File: src/rtl/posctr_pkg.sv
// Package: shared types for the multi-mode position counter.
// Assumes the mode field is two bits and its encoding is fixed below.
package posctr_pkg;

    typedef enum logic [1:0] {
        SRC_QUAD     = 2'd0,
        SRC_EXT_DIR  = 2'd1,
        SRC_EXT_GATE = 2'd2,
        SRC_TIMER    = 2'd3
    } src_mode_t;

    // Index positions of the two phase pins in the packed phase vector.
    localparam int PH_A = 1;
    localparam int PH_B = 0;

endpackage

File: src/rtl/posctr_sync.sv
// Module: posctr_sync
// Brings W asynchronous pins into the clock domain through STAGES flops and
// keeps one extra delayed copy so callers can detect edges.
// Assumes STAGES >= 2 and that pins stay stable for at least one cycle.
module posctr_sync #(
    parameter int W      = 2,
    parameter int STAGES = 2
) (
    input  logic         clk,
    input  logic         rst_n,
    input  logic [W-1:0] pin_i,
    output logic [W-1:0] sync_o,
    output logic [W-1:0] prev_o
);

    logic [W-1:0] stg [STAGES];

    // First stage samples the raw pins.
    always_ff @(posedge clk) begin
        if (!rst_n) stg[0] <= '0;
        else        stg[0] <= pin_i;
    end

    generate
        for (genvar i = 1; i < STAGES; i++) begin : g_stage
            // Each further stage re-samples the stage before it.
            always_ff @(posedge clk) begin
                if (!rst_n) stg[i] <= '0;
                else        stg[i] <= stg[i-1];
            end
        end
    endgenerate

    // Delayed copy of the synchronised value for edge detection.
    always_ff @(posedge clk) begin
        if (!rst_n) prev_o <= '0;
        else        prev_o <= stg[STAGES-1];
    end

    assign sync_o = stg[STAGES-1];

endmodule

File: src/rtl/posctr_quad.sv
// Module: posctr_quad
// Combinational quadrature decoder. Compares the present and previous
// synchronised {A,B} states and reports one step with its direction when
// exactly one pin changed. A double change yields no step.
// Assumes the inputs come from the same synchroniser so they are aligned.
module posctr_quad (
    input  logic [1:0] cur_i,
    input  logic [1:0] prv_i,
    output logic       step_o,
    output logic       up_o
);
    import posctr_pkg::*;

    logic a_chg;
    logic b_chg;

    // Decode single-pin changes; forward when new B equals old A.
    always_comb begin
        a_chg  = cur_i[PH_A] ^ prv_i[PH_A];
        b_chg  = cur_i[PH_B] ^ prv_i[PH_B];
        step_o = a_chg ^ b_chg;
        up_o   = (cur_i[PH_B] == prv_i[PH_A]);
    end

endmodule

File: src/rtl/posctr_prescale.sv
// Module: posctr_prescale
// Timebase divider: emits a one-cycle tick every div_i + 1 cycles while
// run_i is high. restart_i clears the prescale count and suppresses the
// tick of that cycle. Assumes div_i may change at any time; a count that
// has overtaken a lowered divider ticks at once.
module posctr_prescale #(
    parameter int DIV_W = 16
) (
    input  logic             clk,
    input  logic             rst_n,
    input  logic             run_i,
    input  logic             restart_i,
    input  logic [DIV_W-1:0] div_i,
    output logic             tick_o
);

    logic [DIV_W-1:0] pre_q;
    logic             at_end;

    // Terminal detection of the prescale count.
    always_comb begin
        at_end = (pre_q >= div_i);
        tick_o = run_i && !restart_i && at_end;
    end

    // Prescale counter: hold at zero when idle or restarting.
    always_ff @(posedge clk) begin
        if (!rst_n)                   pre_q <= '0;
        else if (!run_i || restart_i) pre_q <= '0;
        else if (at_end)              pre_q <= '0;
        else                          pre_q <= pre_q + 1'b1;
    end

endmodule

File: src/rtl/posctr_accum.sv
// Module: posctr_accum
// Holds the position value. A write has priority over a step; steps add or
// subtract one with natural wrap at the register width.
module posctr_accum #(
    parameter int CNT_W = 32
) (
    input  logic             clk,
    input  logic             rst_n,
    input  logic             wr_i,
    input  logic [CNT_W-1:0] wdata_i,
    input  logic             step_i,
    input  logic             up_i,
    output logic [CNT_W-1:0] cnt_o
);

    logic [CNT_W-1:0] nxt;

    // Choose next value: load, increment, decrement or hold.
    always_comb begin
        if (wr_i)        nxt = wdata_i;
        else if (!step_i) nxt = cnt_o;
        else if (up_i)   nxt = cnt_o + 1'b1;
        else             nxt = cnt_o - 1'b1;
    end

    // Position register.
    always_ff @(posedge clk) begin
        if (!rst_n) cnt_o <= '0;
        else        cnt_o <= nxt;
    end

endmodule

File: src/rtl/posmode_counter.sv
// Module: posmode_counter (top)
// Multi-source position counter. Synchronises the phase pins, decodes them
// according to the selected mode or uses the divided timebase, and feeds a
// loadable wrap-around counter. Assumes the mode input is quasi-static and
// that pin pulses last at least two clock cycles per level.
module posmode_counter #(
    parameter int CNT_W       = 32,
    parameter int DIV_W       = 16,
    parameter int SYNC_STAGES = 2
) (
    input  logic             clk,
    input  logic             rst_n,
    input  logic [1:0]       mode,
    input  logic             gate_en,
    input  logic [DIV_W-1:0] div_val,
    input  logic             phase_a,
    input  logic             phase_b,
    input  logic             wr_en,
    input  logic [CNT_W-1:0] wr_data,
    output logic [CNT_W-1:0] count
);
    import posctr_pkg::*;

    localparam int NPH = 2;

    src_mode_t        mode_e;
    src_mode_t        mode_q;
    logic [NPH-1:0]   ph_raw;
    logic [NPH-1:0]   ph_s;
    logic [NPH-1:0]   ph_p;
    logic             q_step;
    logic             q_up;
    logic             tick;
    logic             mode_chg;
    logic             a_rise;
    logic             ev_step;
    logic             ev_up;

    assign mode_e = src_mode_t'(mode);

    // Pack the pins in the package-defined order.
    always_comb begin
        ph_raw       = '0;
        ph_raw[PH_A] = phase_a;
        ph_raw[PH_B] = phase_b;
    end

    posctr_sync #(
        .W      (NPH),
        .STAGES (SYNC_STAGES)
    ) u_sync (
        .clk    (clk),
        .rst_n  (rst_n),
        .pin_i  (ph_raw),
        .sync_o (ph_s),
        .prev_o (ph_p)
    );

    posctr_quad u_quad (
        .cur_i  (ph_s),
        .prv_i  (ph_p),
        .step_o (q_step),
        .up_o   (q_up)
    );

    // Remember the last mode so a change can restart the prescaler.
    always_ff @(posedge clk) begin
        if (!rst_n) mode_q <= SRC_QUAD;
        else        mode_q <= mode_e;
    end

    assign mode_chg = (mode_e != mode_q);

    posctr_prescale #(
        .DIV_W (DIV_W)
    ) u_pre (
        .clk       (clk),
        .rst_n     (rst_n),
        .run_i     (mode_e == SRC_TIMER),
        .restart_i (mode_chg),
        .div_i     (div_val),
        .tick_o    (tick)
    );

    assign a_rise = ph_s[PH_A] & ~ph_p[PH_A];

    // Route the count event and direction of the selected source.
    always_comb begin
        ev_step = 1'b0;
        ev_up   = 1'b1;
        unique case (mode_e)
            SRC_QUAD: begin
                ev_step = q_step;
                ev_up   = q_up;
            end
            SRC_EXT_DIR: begin
                ev_step = a_rise;
                ev_up   = ph_s[PH_B];
            end
            SRC_EXT_GATE: begin
                ev_step = a_rise && (!gate_en || ph_s[PH_B]);
                ev_up   = 1'b1;
            end
            SRC_TIMER: begin
                ev_step = tick;
                ev_up   = 1'b1;
            end
            default: begin
                ev_step = 1'b0;
                ev_up   = 1'b1;
            end
        endcase
    end

    posctr_accum #(
        .CNT_W (CNT_W)
    ) u_acc (
        .clk     (clk),
        .rst_n   (rst_n),
        .wr_i    (wr_en),
        .wdata_i (wr_data),
        .step_i  (ev_step),
        .up_i    (ev_up),
        .cnt_o   (count)
    );

endmodule

File: config.mk
export PLATFORM = sky130hd
export DESIGN_NAME = posmode_counter
export DESIGN_NICKNAME = d
export VERILOG_FILES = /design/src/rtl/posctr_pkg.sv /design/src/rtl/posctr_sync.sv /design/src/rtl/posctr_quad.sv /design/src/rtl/posctr_prescale.sv /design/src/rtl/posctr_accum.sv /design/src/rtl/posmode_counter.sv
export SDC_FILE = /design/constraint.sdc
export NUM_CORES = 1
export LEC_CHECK = 0
export BUFFER_PORTS_ARGS = -buffer_cell sky130_fd_sc_hd__buf_2
export CORE_MARGIN = 3
export CORE_UTILIZATION = 23
export CTS_BUF_LIST = sky130_fd_sc_hd__clkbuf_16
export CTS_CLUSTER_DIAMETER = 30
export DETAILED_ROUTE_END_ITERATION = 12
export GPL_ROUTABILITY_DRIVEN = 0
export PLACE_DENSITY_LB_ADDON = 0.3
export SYNTH_ARGS = -nofsm -noshare
export SYNTH_HDL_FRONTEND = slang
export SYNTH_HIERARCHICAL = 1
export SYNTH_SLANG_ARGS = --single-unit
File: constraint.sdc
create_clock -name clk -period 4.65 [get_ports clk]
set_input_delay 0.6975 -clock clk [delete_from_list [all_inputs] [get_ports clk]]
set_output_delay 0.6975 -clock clk [all_outputs]
set_load 0.02 [all_outputs]
# After elaboration in Yosys (flattened, before gate mapping)
# Memory sizes are Yosys's and may differ from the RTL's.
# Index checks and enable logic that the tools add are counted.
# W data, S select, Z words.
[classes]
eq_ne = 5
addsub = 3
reduce_logical = 12
shifts = 0
div_mod_pow = 0
n_mux = 9
n_lt_le_gt_ge = 1
multipliers = 0
n_bitwise = 8
[op_table]
columns = ["op", "n"]
rows = [
  ["$mux W32", 3],
  ["$add A32 B1 Y32 const B", 1],
  ["$sub A32 B1 Y32 const B", 1],
  ["$add A16 B1 Y16 const B", 1],
  ["$ge A16 B16 Y1", 1],
  ["$eq A2 B2 Y1 const B", 2],
  ["$mux W2", 2],
  ["$pmux W1 S4", 1],
  ["$logic_and A1 B1 Y1", 3],
  ["$logic_not A1 Y1", 3],
  ["$pmux W1 S3", 1],
  ["$reduce_or A3 Y1", 1],
  ["$xor A1 B1 Y1", 3],
  ["$eq A2 B1 Y1 const B", 1],
  ["$logic_not A2 Y1", 1],
  ["$logic_or A1 B1 Y1", 2],
  ["$mux W1", 2],
  ["$ne A2 B2 Y1", 1],
  ["$not A1 Y1", 2],
  ["$or A1 B1 Y1", 2],
  ["$reduce_bool A2 Y1", 1],
  ["$reduce_or A2 Y1", 1],
  ["$and A1 B1 Y1", 1],
  ["$eq A1 B1 Y1", 1],
]
[word_totals]
ram_bits = 4
out_inout_bits = 32
mem_bits_ro = 0
latch_bits = 0
register_bits = 52
mem_count = 1
wordCells = 43
[mem_list]
columns = ["memory", "depth", "width", "rd", "rd_clocked_by_memory_dff", "wr", "line", "rtl"]
rows = [
  ["u_sync.stg", 2, 2, 2, 0, 2, "posctr_sync.sv:16", "logic [W-1:0] stg [STAGES];"],
]

# Longest topological paths before layout
# Gate-level depths: netlist of the first run.
[depth]
word_depth = 7
mapped_depth = 14
depth_no_buf = 14

# Modules after synthesis
# Netlist of the first run, hierarchy kept.
[modules_own_cells]
columns = ["mod", "instances", "cells_each", "area_per_inst_um2"]
rows = [
  ["posctr_accum", 1, 425, 3136.8],
  ["posctr_prescale", 1, 128, 1181.1],
  ["posctr_sync", 1, 12, 157.7],
  ["posmode_counter", 1, 19, 152.6],
  ["posctr_quad", 1, 3, 33.8],
]

# Least setup slack after synthesis of the first run
# OpenSTA, ideal clock, no wires.
[synth_timing]
kind = "input to register"
from = "input mode[0]"
to = "register u_acc.cnt_o[26]"
arrival_time_ns = 3.484
setup_slack_ns = 1.051
path_stages = 13
setup_time_ns = 0.116
required_ns = 4.534
n_path_buf = 1
cell_sequence = "nor2b_1 a211o_1 inv_1 ha_1 a21o_1 a21o_1 a21oi_1 nor2_1 or3b_1 clkbuf_1 o211ai_2 mux2i_1 nor2_1"
[synth_via]
elab_chain_cells = 6
[synth_lines]
columns = ["item", "line", "rtl"]
rows = [
  ["from (decl)", "posmode_counter.sv:13", "input logic [1:0] mode,"],
  ["$eq A2 B2 Y1", "posmode_counter.sv:91", "unique case (mode_e)"],
  ["$reduce_or A2 Y1 (no source line)", "-", ""],
  ["$pmux W1 S3 *", "posmode_counter.sv:91", ""],
  ["via ev_up", "posmode_counter.sv:37", "logic ev_up;"],
  ["$mux W32 *", "posctr_accum.sv:22", "else if (up_i) nxt = cnt_o + 1'b1;"],
  ["$mux W32 *", "posctr_accum.sv:21", "else if (!step_i) nxt = cnt_o;"],
  ["$mux W32 *", "posctr_accum.sv:20", "if (wr_i) nxt = wdata_i;"],
  ["to (signal assigned)", "posctr_accum.sv:29", "else cnt_o <= nxt;"],
  ["to (decl)", "posctr_accum.sv:13", "output logic [CNT_W-1:0] cnt_o"],
]
# Mark *: on every way through the listed nets, which the timed path passes. The rest lies on a longest branch. The select of a mux whose other input is x is not followed.
# A chain may end at the register's enable or synchronous reset.

# Final worst setup path of the first run
[layout_timing]
from = "register u_sync.prev_o[1], read port of u_sync.stg"
to = "register u_acc.cnt_o[26]"
[layout_via]
elab_chain_cells = 5
[layout_lines]
columns = ["item", "line", "rtl"]
rows = [
  ["from (decl)", "posctr_sync.sv:13", "output logic [W-1:0] prev_o"],
  ["$eq A1 B1 Y1", "posctr_quad.sv:22", "up_o = (cur_i[PH_B] == prv_i[PH_A]);"],
  ["via q_up", "posmode_counter.sv:32", "logic q_up;"],
  ["$pmux W1 S3", "posmode_counter.sv:91", ""],
  ["via ev_up", "posmode_counter.sv:37", ""],
  ["$mux W32", "posctr_accum.sv:22", ""],
  ["$mux W32", "posctr_accum.sv:21", ""],
  ["$mux W32", "posctr_accum.sv:20", ""],
]
# The timed path passes the listed nets, and every way through them passes these cells. The select of a mux whose other input is x is not followed.

==> summary.md, run 1 <==
| Metric | Value |
|---|---|
| Largest net degree at the start of global routing | `32` |
| Setup-failing EPs final | `0` |
| Most frequent cells in the layout | `buf_2, a21oi_1, dfxtp_1` |
| Worst-case reg-to-reg path depth | `14` |
| Synth Instances | `587` |
| Starting Density | `23.6%` |
| Slew headroom | `38.6%` |
| Met2 usage | `21.1%` |
| Filler cell count | `2132` |
| Placement Cell Area | `5370 µm²` |
| Hold Path Depth | `1` |
| Die X | `148 µm` |
| DR pass1 iterations | `5` |
| Clk pwr share | `32.9%` |
| Final hold vios | `0` |
| Crit path kind | `reg2reg` |
| CP Data Arrival Time | `3.68 ns` |
| Required time of the critical path | `4.85 ns` |
| Switch share | `33.9%` |
| Initial antenna violation count | `0` |
| Logic pwr share | `29.6%` |
| Port Buf Inserts | `87` |
| Area grow syn2layout | `18.9%` |
| Fin. max-slew vios | `0` |
| Layer with the highest usage | `met2` |
| Vias in the first global route | `4366` |
| Setup TNS Final | `0 ns` |
| Worst Hold Slack | `0.432 ns` |
| Ant. Diodes | `0` |
| Aggregate routed wire length | `13700 µm` |
| Io pins | `88` |
| Worst-Margin Slew | `0.920 ns` |
| Max stage delay on crit path | `0.46 ns` |
| Post-DRT Antenna Nets | `0` |
| Endpoint class of the critical path | `register` |
| Post-synth EDFFs | `0` |
| Die H | `148 µm` |
| Row count | `51` |
| Cell breakdown of the critical path | `xnor2_2, nor2b_1, a211o_1, inv_1, buf_4, ha_1, nor2b_1, o211ai_1, a21oi_1, o21ai_1, or3b_1, o211ai_2, mux2i_1, nor2_1` |
| HP Class | `reg2reg` |
| Core area | `19700 µm²` |
| Overall power | `1.40 mW` |
| GRT Total Usage | `12.3%` |
| Unique masters post-synth | `66` |
| Clock Pin Slew Worst Setup and Hold Paths | `0.08 ns` |
| Skew final | `0.0113 ns` |
| Part of the cycle the worst path needs | `74.8%` |
| Max-cap violations | `0` |
| WL per Instance | `14.7 µm` |
| First-pass GRT wire length | `22100 µm` |
| DP HPWL | `10400 µm` |
| H-Tree Depth | `2` |
| TritonCTS clock tree | `built` |
| Peak VDD IR | `137 µV` |
| Global-route track usage on met1 | `16.2%` |
| Mapped Avg Cell Area | `7.94 µm²` |
| Leakage power | `2.48 nW` |
| Worst Hold End | `u_sync/stg[1][0]` |
| Setup bufs post-CTS | `0` |
| Critical Path Start Type | `register` |
| Flop2flop setup slack | `1.17 ns` |
| Crit path time final | `3.48 ns` |
| # resized after CTS | `0` |
| Die footprint | `22000 µm²` |
| DRC | `0` |
| Number of buffers created by CTS | `5` |
| Clk sinks | `56` |
| Clock latency on the worst-skew pair | `0.31 ns` |
| Vias/cell | `4.73` |
| Post-route cell area | `5550 µm²` |
| Nets | `764` |
| Grt ovf | `0` |
| RR Startpoint | `u_sync/prev_o[1]` |
| Register area | `1120 µm²` |
| CP most frequent cell | `nor2b_1` |
| Met3 capacity usage during global routing | `2.50%` |
| Layout cells sized above 1 | `19.7%` |
| Hold buffer count at cts | `0` |
| Pwr Density | `252 nW/µm²` |
| Commonest non-fill, non-tap cell in the layout | `buf_2` |
| Top FF cell, synth | `dfxtp_1` |
| Sequential share of power | `37.5%` |
| Syn nets | `691` |
| Outcome | `finished clean` |
| Root Driver | `clkbuf_16` |
| P_sw | `0.475 mW` |
| Unrepaired setup endpoints after global routing | `false` |
| Synth Warn # | `6` |
| Crit-path max FO | `17` |
| RR Endpoint | `u_acc/cnt_o[26]` |
| Flop and latch count out of synthesis | `56` |
| Mapped cell area | `4660 µm²` |
| Internal Dissipation | `0.925 mW` |
| Vias | `4381` |
| Clk buf depth | `2` |
| Highest Clock Rate | `0.288 GHz` |
| Area of the multi-input gates | `3330 µm²` |
| Initial DRC Count | `228` |
| Worst min-delay path startpoint | `u_sync/stg[0][0]` |
| Crit-path slowest cell | `or3b_1` |
| Async S/R FF share, synth | `0%` |
| Sequential fraction of the synthesis area | `24.0%` |
[cell usage after synthesis (9+ instances only)]
master	number	area share, %
and3_1	17	2.3
nor2b_1	9	1.2
nor3_1	14	1.5
clkbuf_1	21	1.7
dfxtp_1	56	24
a21oi_1	64	6.9
a211oi_1	10	1.6
o22ai_1	12	1.6
xnor2_1	23	4.3
nor3_2	10	2.1
a21o_1	18	2.9
o21ai_1	9	0.97
nor2_1	34	2.7
ha_1	47	13
o21ai_0	26	2.8
nand2_1	45	3.6
nand3_1	19	2.0
inv_1	30	2.4
and2_1	9	1.2
xor2_1	20	3.8
[worst max-delay path by stage]
stage,from,end,slack (ns),depth (start not counted)
finish,u_sync/prev_o[1],u_acc/cnt_o[26],1.17,14
global route,u_sync/stg[1][0],u_acc/cnt_o[29],0.88,14
global placement,mode[0],u_acc/cnt_o[26],0.94,14
floorplan,mode[0],u_acc/cnt_o[26],1.05,13
detailed placement,mode[0],u_acc/cnt_o[26],0.92,14
CTS,u_sync/prev_o[1],u_acc/cnt_o[26],1.17,14
[power groups by stage]
stage                     combinational, mW  clock, mW  sequential, mW
after global placement                0.416          0           0.537
after CTS                             0.416      0.482           0.525
after floorplan                       0.268          0           0.556
after global routing                  0.461      0.494           0.528
final                                 0.415      0.461           0.524
after detailed placement              0.413          0           0.536
[cells by family (layout without fill, tap and decap cells)]
family | Yosys count | after routing | share of synthesized area [%]
compound gates | 188 | 188 | 26.7
mux | 6 | 6 | 1.29
fa+ha+maj | 48 | 48 | 13.0
xor+xnor | 44 | 44 | 8.43
buf+inv | 57 | 131 | 4.78
simple gates | 188 | 188 | 21.7
flops | 56 | 56 | 24.0
[worst max-delay path, delay by kind of cell, from the launching register on]
| family | cells | cell delay [ns] |
|---|---|---|
| buf+inv | 2 | 0.35 |
| flops | 1 | 0.42 |
| xor+xnor | 1 | 0.11 |
| mux | 1 | 0.24 |
| simple gates | 4 | 0.82 |
| compound gates | 5 | 1.13 |
| fa+ha+maj | 1 | 0.31 |
[sequential cells by signal, indices dropped and copies added, names as in the netlist]
| signal | count |
|---|---|
| mode_q | 2 |
| u_sync/prev_o | 2 |
| u_acc/cnt_o | 32 |
| u_pre/pre_q | 16 |
| u_sync/stg | 4 |
[per-layer routing]
layer  vias to the layer above  part of all wire (%)  wire (µm)
li1                       2266                     -          -
met1                      1991                    47       6470
met2                       115                    47       6370
met3                         9                   5.2        709
met4                         0                  0.78        107
met5                         -                     0          0
[stage by stage]
step	utilization, %	instances	setup slack, ns
global placement	27.3	918	0.944
global route	28.1	926	0.883
finish	28.1	926	1.17
floorplan	-	587	1.05
CTS	28.1	926	1.17
detailed placement	27.3	918	0.924
[area by class of cell]
type                       count  share of cell area (%)
clock inverter                 3                   0.835
inverter                      30                    2.03
clock buffer                   5                    2.26
sequential                    56                    20.2
timing repair buffer          93                    8.66
multi-input combinational    474                    60.0
tap                          265                    5.98
No activity file was read; power rests on OpenSTA's default activity.
==> run 2, diff against run 1 <==
==> constraint.sdc (replaced) <==
create_clock -name clk -period 3 [get_ports clk]
set_input_delay 0.45 -clock clk [delete_from_list [all_inputs] [get_ports clk]]
set_output_delay 0.45 -clock clk [all_outputs]
set_load 0.02 [all_outputs]
==> run 2 against run 1 <==
Effect of this change: sequential share of layout area decreased by 3.7 points; die area stayed put; fmax is 10% higher; largest cell class unchanged; sequential cell count did not move; the flow now finishes with violations (negative setup slack); final cell count up 11%; critical path type unchanged; utilization rose by 6.4 points.
==> summary.md, run 2 (synthesized netlist as in run 1, its figures left out) <==
| Metric | Value |
|---|---|
| Number of buffers created by CTS | `5 (unchanged)` |
| Root Driver | `clkbuf_16` |
| Peak VDD IR | `237 µV (+73%)` |
| Port Buf Inserts | `87 (unchanged)` |
| DP HPWL | `11500 µm (+10%)` |
| Largest net degree at the start of global routing | `31 (-3.1%)` |
| P_sw | `0.846 mW (+78%)` |
| Logic pwr share | `38.5% (+8.9 points)` |
| RR Endpoint | `u_acc/cnt_o[29]` |
| Core area | `19700 µm² (unchanged)` |
| Clk sinks | `56 (unchanged)` |
| DRC | `0 (unchanged)` |
| Non-filler cells in the finished layout | `1028 (+11%)` |
| Biggest regs | `u_acc/cnt_o x32, u_pre/pre_q x16, u_sync/stg x4` |
| Post-layout util | `34.6% (+6.4 points)` |
| Hold buffer count at cts | `0 (unchanged)` |
| RR Startpoint | `u_sync/stg[1][0]` |
| Highest routed layer | `met4` |
| First-pass GRT wire length | `24500 µm (+11%)` |
| Row count | `51 (unchanged)` |
| Area grow syn2layout | `46.1%` |
| Worst min-delay path startpoint | `phase_a` |
| Failing checks | `negative setup slack` |
| Die footprint | `22000 µm² (unchanged)` |
| Internal Dissipation | `1.55 mW (+67%)` |
| Starting Density | `23.6% (unchanged)` |
| Clk buf depth | `2 (unchanged)` |
| Commonest non-fill, non-tap cell in the layout | `buf_4` |
| Met2 WL | `7240 µm (+14%)` |
| Outcome | `finished with violations` |
| WL per Instance | `15.0 µm (+2.0%)` |
| Unrepaired setup endpoints after global routing | `true` |
| Io pins | `88 (unchanged)` |
| Worst-Margin Slew | `0.459 ns (-0.461 ns)` |
| Final hold vios | `0 (unchanged)` |
| Worst-case reg-to-reg path depth | `15 (+1)` |
| Post-DRT Antenna Nets | `0 (unchanged)` |
| Pwr Density | `351 nW/µm² (+39%)` |
| Crit path kind | `reg2reg` |
| Endpoint class of the critical path | `register` |
| Crit path time final | `3.16 ns (-0.320 ns)` |
| Grt ovf | `0 (unchanged)` |
| Skew final | `0.00662 ns (-0.00465 ns)` |
| Aggregate routed wire length | `15500 µm (+13%)` |
| Most frequent cells in the layout | `buf_4, buf_2, dfxtp_1` |
| Die X | `148 µm (unchanged)` |
| Ant. Diodes | `0 (unchanged)` |
| Vias in the first global route | `4846 (+11%)` |
| Flop2flop setup slack | `-0.16 ns (-1.33 ns)` |
| Worst setup slack after layout | `-0.158 ns (-1.33 ns)` |
| Highest Clock Rate | `0.317 GHz (+10%)` |
| Slew headroom | `69.4% (+31 points)` |
| Critical Path Start Type | `register` |
| Largest register by flop count | `u_acc/cnt_o` |
| HP Class | `in2reg` |
| Max-cap violations | `0 (unchanged)` |
| Max reg flops | `32 (unchanged)` |
| Required time of the critical path | `3.21 ns (-1.64 ns)` |
| TritonCTS clock tree | `built` |
| Overall power | `2.39 mW (+71%)` |
| Die H | `148 µm (unchanged)` |
| Max stage delay on crit path | `0.34 ns (-0.12 ns)` |
| Dpl cells | `1002 (+9.2%)` |
| DR pass1 iterations | `4 (-1)` |
| CP most frequent cell | `buf_12` |
| Vias | `4892 (+12%)` |
| Initial antenna violation count | `0 (unchanged)` |
| Leakage power | `3.01 nW (+21%)` |
| Crit-path max FO | `7 (-10)` |
| Fin. max-slew vios | `0 (unchanged)` |
| Nets | `866 (+13%)` |
| Crit-path slowest cell | `dfxtp_2` |
| Sequential share of power | `34.3% (-3.2 points)` |
| Clock Pin Slew Worst Setup and Hold Paths | `0.08 ns (about the same)` |
| Setup-failing EPs final | `15 (+15)` |
| Hold Path Depth | `2 (+1)` |
| Metal-1 WL | `7460 µm (+15%)` |
| Layout cells sized above 1 | `40.1% (+20 points)` |
| GRT Total Usage | `13.7% (+1.4 points)` |
| Part of the cycle the worst path needs | `105% (+30 points)` |
| Wire length on met3 | `507 µm (-28%)` |
| Worst Hold End | `u_sync/stg[0][1]` |
| CP Data Arrival Time | `3.36 ns (-0.32 ns)` |
| Clk pwr share | `27.2% (-5.7 points)` |
| Switch share | `35.3% (+1.4 points)` |
| Vias/cell | `4.76 (+0.58%)` |
| Clock latency on the worst-skew pair | `0.31 ns (about the same)` |
| Initial DRC Count | `148 (-35%)` |
| H-Tree Depth | `2 (unchanged)` |
| Cell breakdown of the critical path | `xnor2_2, nor2b_2, a211o_1, clkinvlp_4, buf_12, buf_12, ha_4, o21a_1, o211ai_1, nand2b_1, a31oi_4, o21ai_4, a21boi_2, nor4_2, a311o_1` |
-- run 2: changes by cell type in the layout (fill, tap and decap cells not counted), moves of 4 or more --
cell	delta
buf_4	+94
o21ai_1	-6
nor2_1	-4
nor2_2	+4
ha_4	+14
o21ai_2	+6
ha_2	+6
a21oi_1	-17
ha_1	-20
a21oi_2	+16
buf_6	+4
-- run 2: timing repair --
action / CTS / global route
endpoints found under the setup margin: 18 / 24
pin swaps: 11 / 52
gates cloned: 0 / 1
buffers inserted: 6 / 11
resized for setup: 23 / 71
-- run 2: worst max-delay path, delay by kind of cell, from the launching register on --
family	cells	cell delay [ns]
XOR/XNOR	1	0.13
AND/OR/NAND/NOR	3	0.35
buffers and inverters	3	0.44
flip-flops	1	0.34
AO/OA/AOI/OAI	7	1.56
adder cells (fa/ha/maj)	1	0.20
-- run 2: worst max path at each step --
stage                startpoint  cells after the start         endpoint  slack (ns)
2_1_floorplan  u_sync/prev_o[1]                     14  u_acc/cnt_o[26]       -0.32
3_3_place_gp            mode[0]                     14  u_acc/cnt_o[22]       -0.23
3_5_place_dp            mode[0]                     14  u_acc/cnt_o[29]       -0.25
4_1_cts        u_sync/prev_o[1]                     14  u_acc/cnt_o[31]        -0.1
5_1_grt        u_sync/stg[1][0]                     15  u_acc/cnt_o[27]       -0.29
6_report       u_sync/stg[1][0]                     15  u_acc/cnt_o[29]       -0.16
-- run 2: power groups by stage --
stage,Combinational (mW),Sequential (mW),Clock [mW]
after floorplan,0.427,0.861,0
after global placement,0.787,0.832,0
after detailed placement,0.784,0.831,0
after CTS,0.821,0.816,0.675
after global routing,1.01,0.826,0.692
final,0.922,0.820,0.652
-- run 2: cell type report --
| type | count | area (µm²) |
|---|---|---|
| tap | 265 | 332 |
| inverter | 30 | 116 |
| sequential | 56 | 1120 |
| fill | 2072 | 12900 |
| clock buffer | 5 | 125 |
| timing repair buffer | 195 | 1320 |
| clock inverter | 3 | 27.5 |
| multi-input combinational | 474 | 3770 |
-- run 2: per-layer routing --
metal	global-route usage (%)	vias up
met3	2.16	14
met2	23.2	94
met5	0	-
met1	18.3	2294
met4	2.91	0
li1	-	2490
-- run 2: through the flow --
step	setup TNS [ns]	worst slack (ns)	hold WS (ns)	area (µm²)
final	-1.17	-0.158	0.346	6810
after global routing	-4.13	-0.288	0.348	6810
after CTS	-0.668	-0.0952	0.338	6350
after detailed placement	-2.56	-0.248	0.421	6030
after global placement	-2.28	-0.234	0.416	6030
after floorplan	-2.50	-0.318	0.412	4700
==> run 3, diff against run 2 <==
==> constraint.sdc (replaced) <==
create_clock -name clk -period 3 [get_ports clk]
set_input_delay 0.6 -clock clk [delete_from_list [all_inputs] [get_ports clk]]
set_output_delay 0.6 -clock clk [all_outputs]
set_load 0.02 [all_outputs]
==> run 3 against run 2 <==
Effect of this change: the run still ends with negative setup slack left; final cell count rose by 1.1%; routed wire length rose by 4.0%; critical path depth did not move; sequential share of layout area fell by 0.69 points; non-clock buffer count rose by 11; utilization rose by 1.5 points; fmax rose by 1.4%; combinational power rose by 7.7%; first-iteration DRC count rose by 21%; critical path type unchanged; highest routed layer unchanged.
==> summary.md, run 3 (synthesized netlist as in run 1, its figures left out) <==
| Metric | Value |
|---|---|
| Failing checks | `negative setup slack` |
| Commonest non-fill, non-tap cell in the layout | `buf_4` |
| Vias/cell | `4.74 (-0.43%)` |
| DRC | `0 (unchanged)` |
| Clock Pin Slew Worst Setup and Hold Paths | `0.08 ns (about the same)` |
| Starting Density | `23.6% (unchanged)` |
| Unrepaired setup endpoints after global routing | `true` |
| Leakage power | `3.09 nW (+2.8%)` |
| Fin. max-slew vios | `0 (unchanged)` |
| Worst Hold Slack | `0.438 ns (+0.0920 ns)` |
| Endpoint class of the critical path | `register` |
| Layout cells sized above 1 | `42.0% (+1.9 points)` |
| TritonCTS clock tree | `built` |
| Initial antenna violation count | `0 (unchanged)` |
| Skew final | `0.00621 ns (-0.000409 ns)` |
| Area grow syn2layout | `52.5%` |
| Crit-path max FO | `6 (-1)` |
| Port Buf Inserts | `87 (unchanged)` |
| Clock latency on the worst-skew pair | `0.31 ns (about the same)` |
| Post-DRT Antenna Nets | `0 (unchanged)` |
| Vias | `4923 (+0.63%)` |
| Post-layout util | `36.1% (+1.5 points)` |
| Vias in the first global route | `4766 (-1.7%)` |
| Most frequent cells in the layout | `buf_4, buf_2, dfxtp_1` |
| Outcome | `finished with violations` |
| Highest Clock Rate | `0.321 GHz (+1.4%)` |
| GRT Total Usage | `13.9% (+0.27 points)` |
| Clk sinks | `56 (unchanged)` |
| Die H | `148 µm (unchanged)` |
| Nets | `877 (+1.3%)` |
| Row count | `51 (unchanged)` |
| Critical Path Start Type | `register` |
| Number of buffers created by CTS | `5 (unchanged)` |
| Grt ovf | `0 (unchanged)` |
| WL per Instance | `15.5 µm (+2.9%)` |
| Setup-failing EPs final | `12 (-3)` |
| Worst setup slack after layout | `-0.115 ns (+0.0428 ns)` |
| Final hold vios | `0 (unchanged)` |
| Clk buf depth | `2 (unchanged)` |
| H-Tree Depth | `2 (unchanged)` |
| Slew headroom | `54.7% (-15 points)` |
| Io pins | `88 (unchanged)` |
| Part of the cycle the worst path needs | `104% (-1.4 points)` |
| Worst-Margin Slew | `0.680 ns (+0.221 ns)` |
| Max reg flops | `32 (unchanged)` |
| Crit path kind | `reg2reg` |
| Post-route cell area | `7110 µm² (+4.4%)` |
| Filler cell count | `2018 (-2.6%)` |
| Ant. Diodes | `0 (unchanged)` |
| CP Data Arrival Time | `3.33 ns (-0.03 ns)` |
| Die footprint | `22000 µm² (unchanged)` |
| Placement Cell Area | `6130 µm² (+1.7%)` |
| DR pass1 iterations | `4 (unchanged)` |
| Crit path time final | `3.12 ns (-0.0428 ns)` |
| Root Driver | `clkbuf_16` |
| Largest net degree at the start of global routing | `32 (+3.2%)` |
| Peak VDD IR | `246 µV (+3.9%)` |
| Largest register by flop count | `u_acc/cnt_o` |
| Overall power | `2.46 mW (+3.0%)` |
| Die X | `148 µm (unchanged)` |
| Initial DRC Count | `179 (+21%)` |
| Required time of the critical path | `3.21 ns (about the same)` |
| Core area | `19700 µm² (unchanged)` |
| Max-cap violations | `0 (unchanged)` |
| DP HPWL | `11400 µm (-0.54%)` |
| Biggest regs | `u_acc/cnt_o x32, u_pre/pre_q x16, u_sync/stg x4` |
| First-pass GRT wire length | `24800 µm (+1.4%)` |
| Setup TNS Final | `-0.980 ns (+0.189 ns)` |
| Aggregate routed wire length | `16100 µm (+4.0%)` |
| HP Class | `reg2reg` |
| Pwr Density | `347 nW/µm² (-1.3%)` |
run 3: worst max-delay path, stage by stage (launching register included):
cell and delay [ns]:
dfxtp_2 0.34, xnor2_2 0.13, nor2b_2 0.15, a211o_1 0.31, clkinvlp_4 0.10, buf_12 0.14
buf_12 0.16, ha_4 0.21, nor2b_4 0.12, o211ai_1 0.26, a21oi_2 0.12, o21ai_1 0.12
or3b_4 0.43, o211ai_2 0.18, mux2i_1 0.20, nor2_1 0.05
run 3: routing by layer:
metal	global-route usage, %	vias to the layer above	wire length, µm
met5	0	-	0
met4	2.40	0	150
met3	1.98	12	578
met2	24.2	105	7780
met1	18.6	2296	7560
li1	-	2510	-
run 3: path summary, 6_finish.rpt:
check	start	end	cells after the start	slack (ns)
max reg2reg	u_sync/stg[1][0]	u_acc/cnt_o[26]	15	-0.12
min	u_sync/stg[0][0]	u_sync/stg[1][0]	1	0.44
max	u_sync/stg[1][0]	u_acc/cnt_o[26]	15	-0.12
min reg2reg	u_sync/stg[0][0]	u_sync/stg[1][0]	1	0.44
run 3: where the power goes:
| group | internal, mW | total (mW) | switching, mW |
|---|---|---|---|
| sequential | 0.781 | 0.823 | 0.0429 |
| combinational | 0.498 | 0.993 | 0.495 |
| clock | 0.319 | 0.648 | 0.329 |
| total | 1.60 | 2.46 | 0.867 |
run 3: area by class of cell:
cell class,instances,area (µm²),area share [%]
timing repair buffer,206,1460,20.5
sequential,56,1120,15.8
clock inverter,3,27.5,0.387
clock buffer,5,125,1.76
inverter,30,116,1.64
multi-input combinational,474,3930,55.3
tap,265,332,4.66
run 3: per-stage QoR:
stage,setup WS (ns),std cells
global route,-0.233,1039
detailed placement,-0.335,1016
finish,-0.115,1039
CTS,-0.0974,1034
floorplan,-0.385,587
global placement,-0.274,1016
run 3: what timing repair did:
| item | 4_1_cts | 5_1_grt |
|---|---|---|
| hold buffers | 0 | 0 |
| setup buffers | 7 | 6 |
| resized for setup | 56 | 54 |
| pin swaps | 42 | 46 |
| hold endpoints to repair | 0 | 0 |
| cloned | 3 | 0 |
| setup endpoints to repair | 16 | 22 |
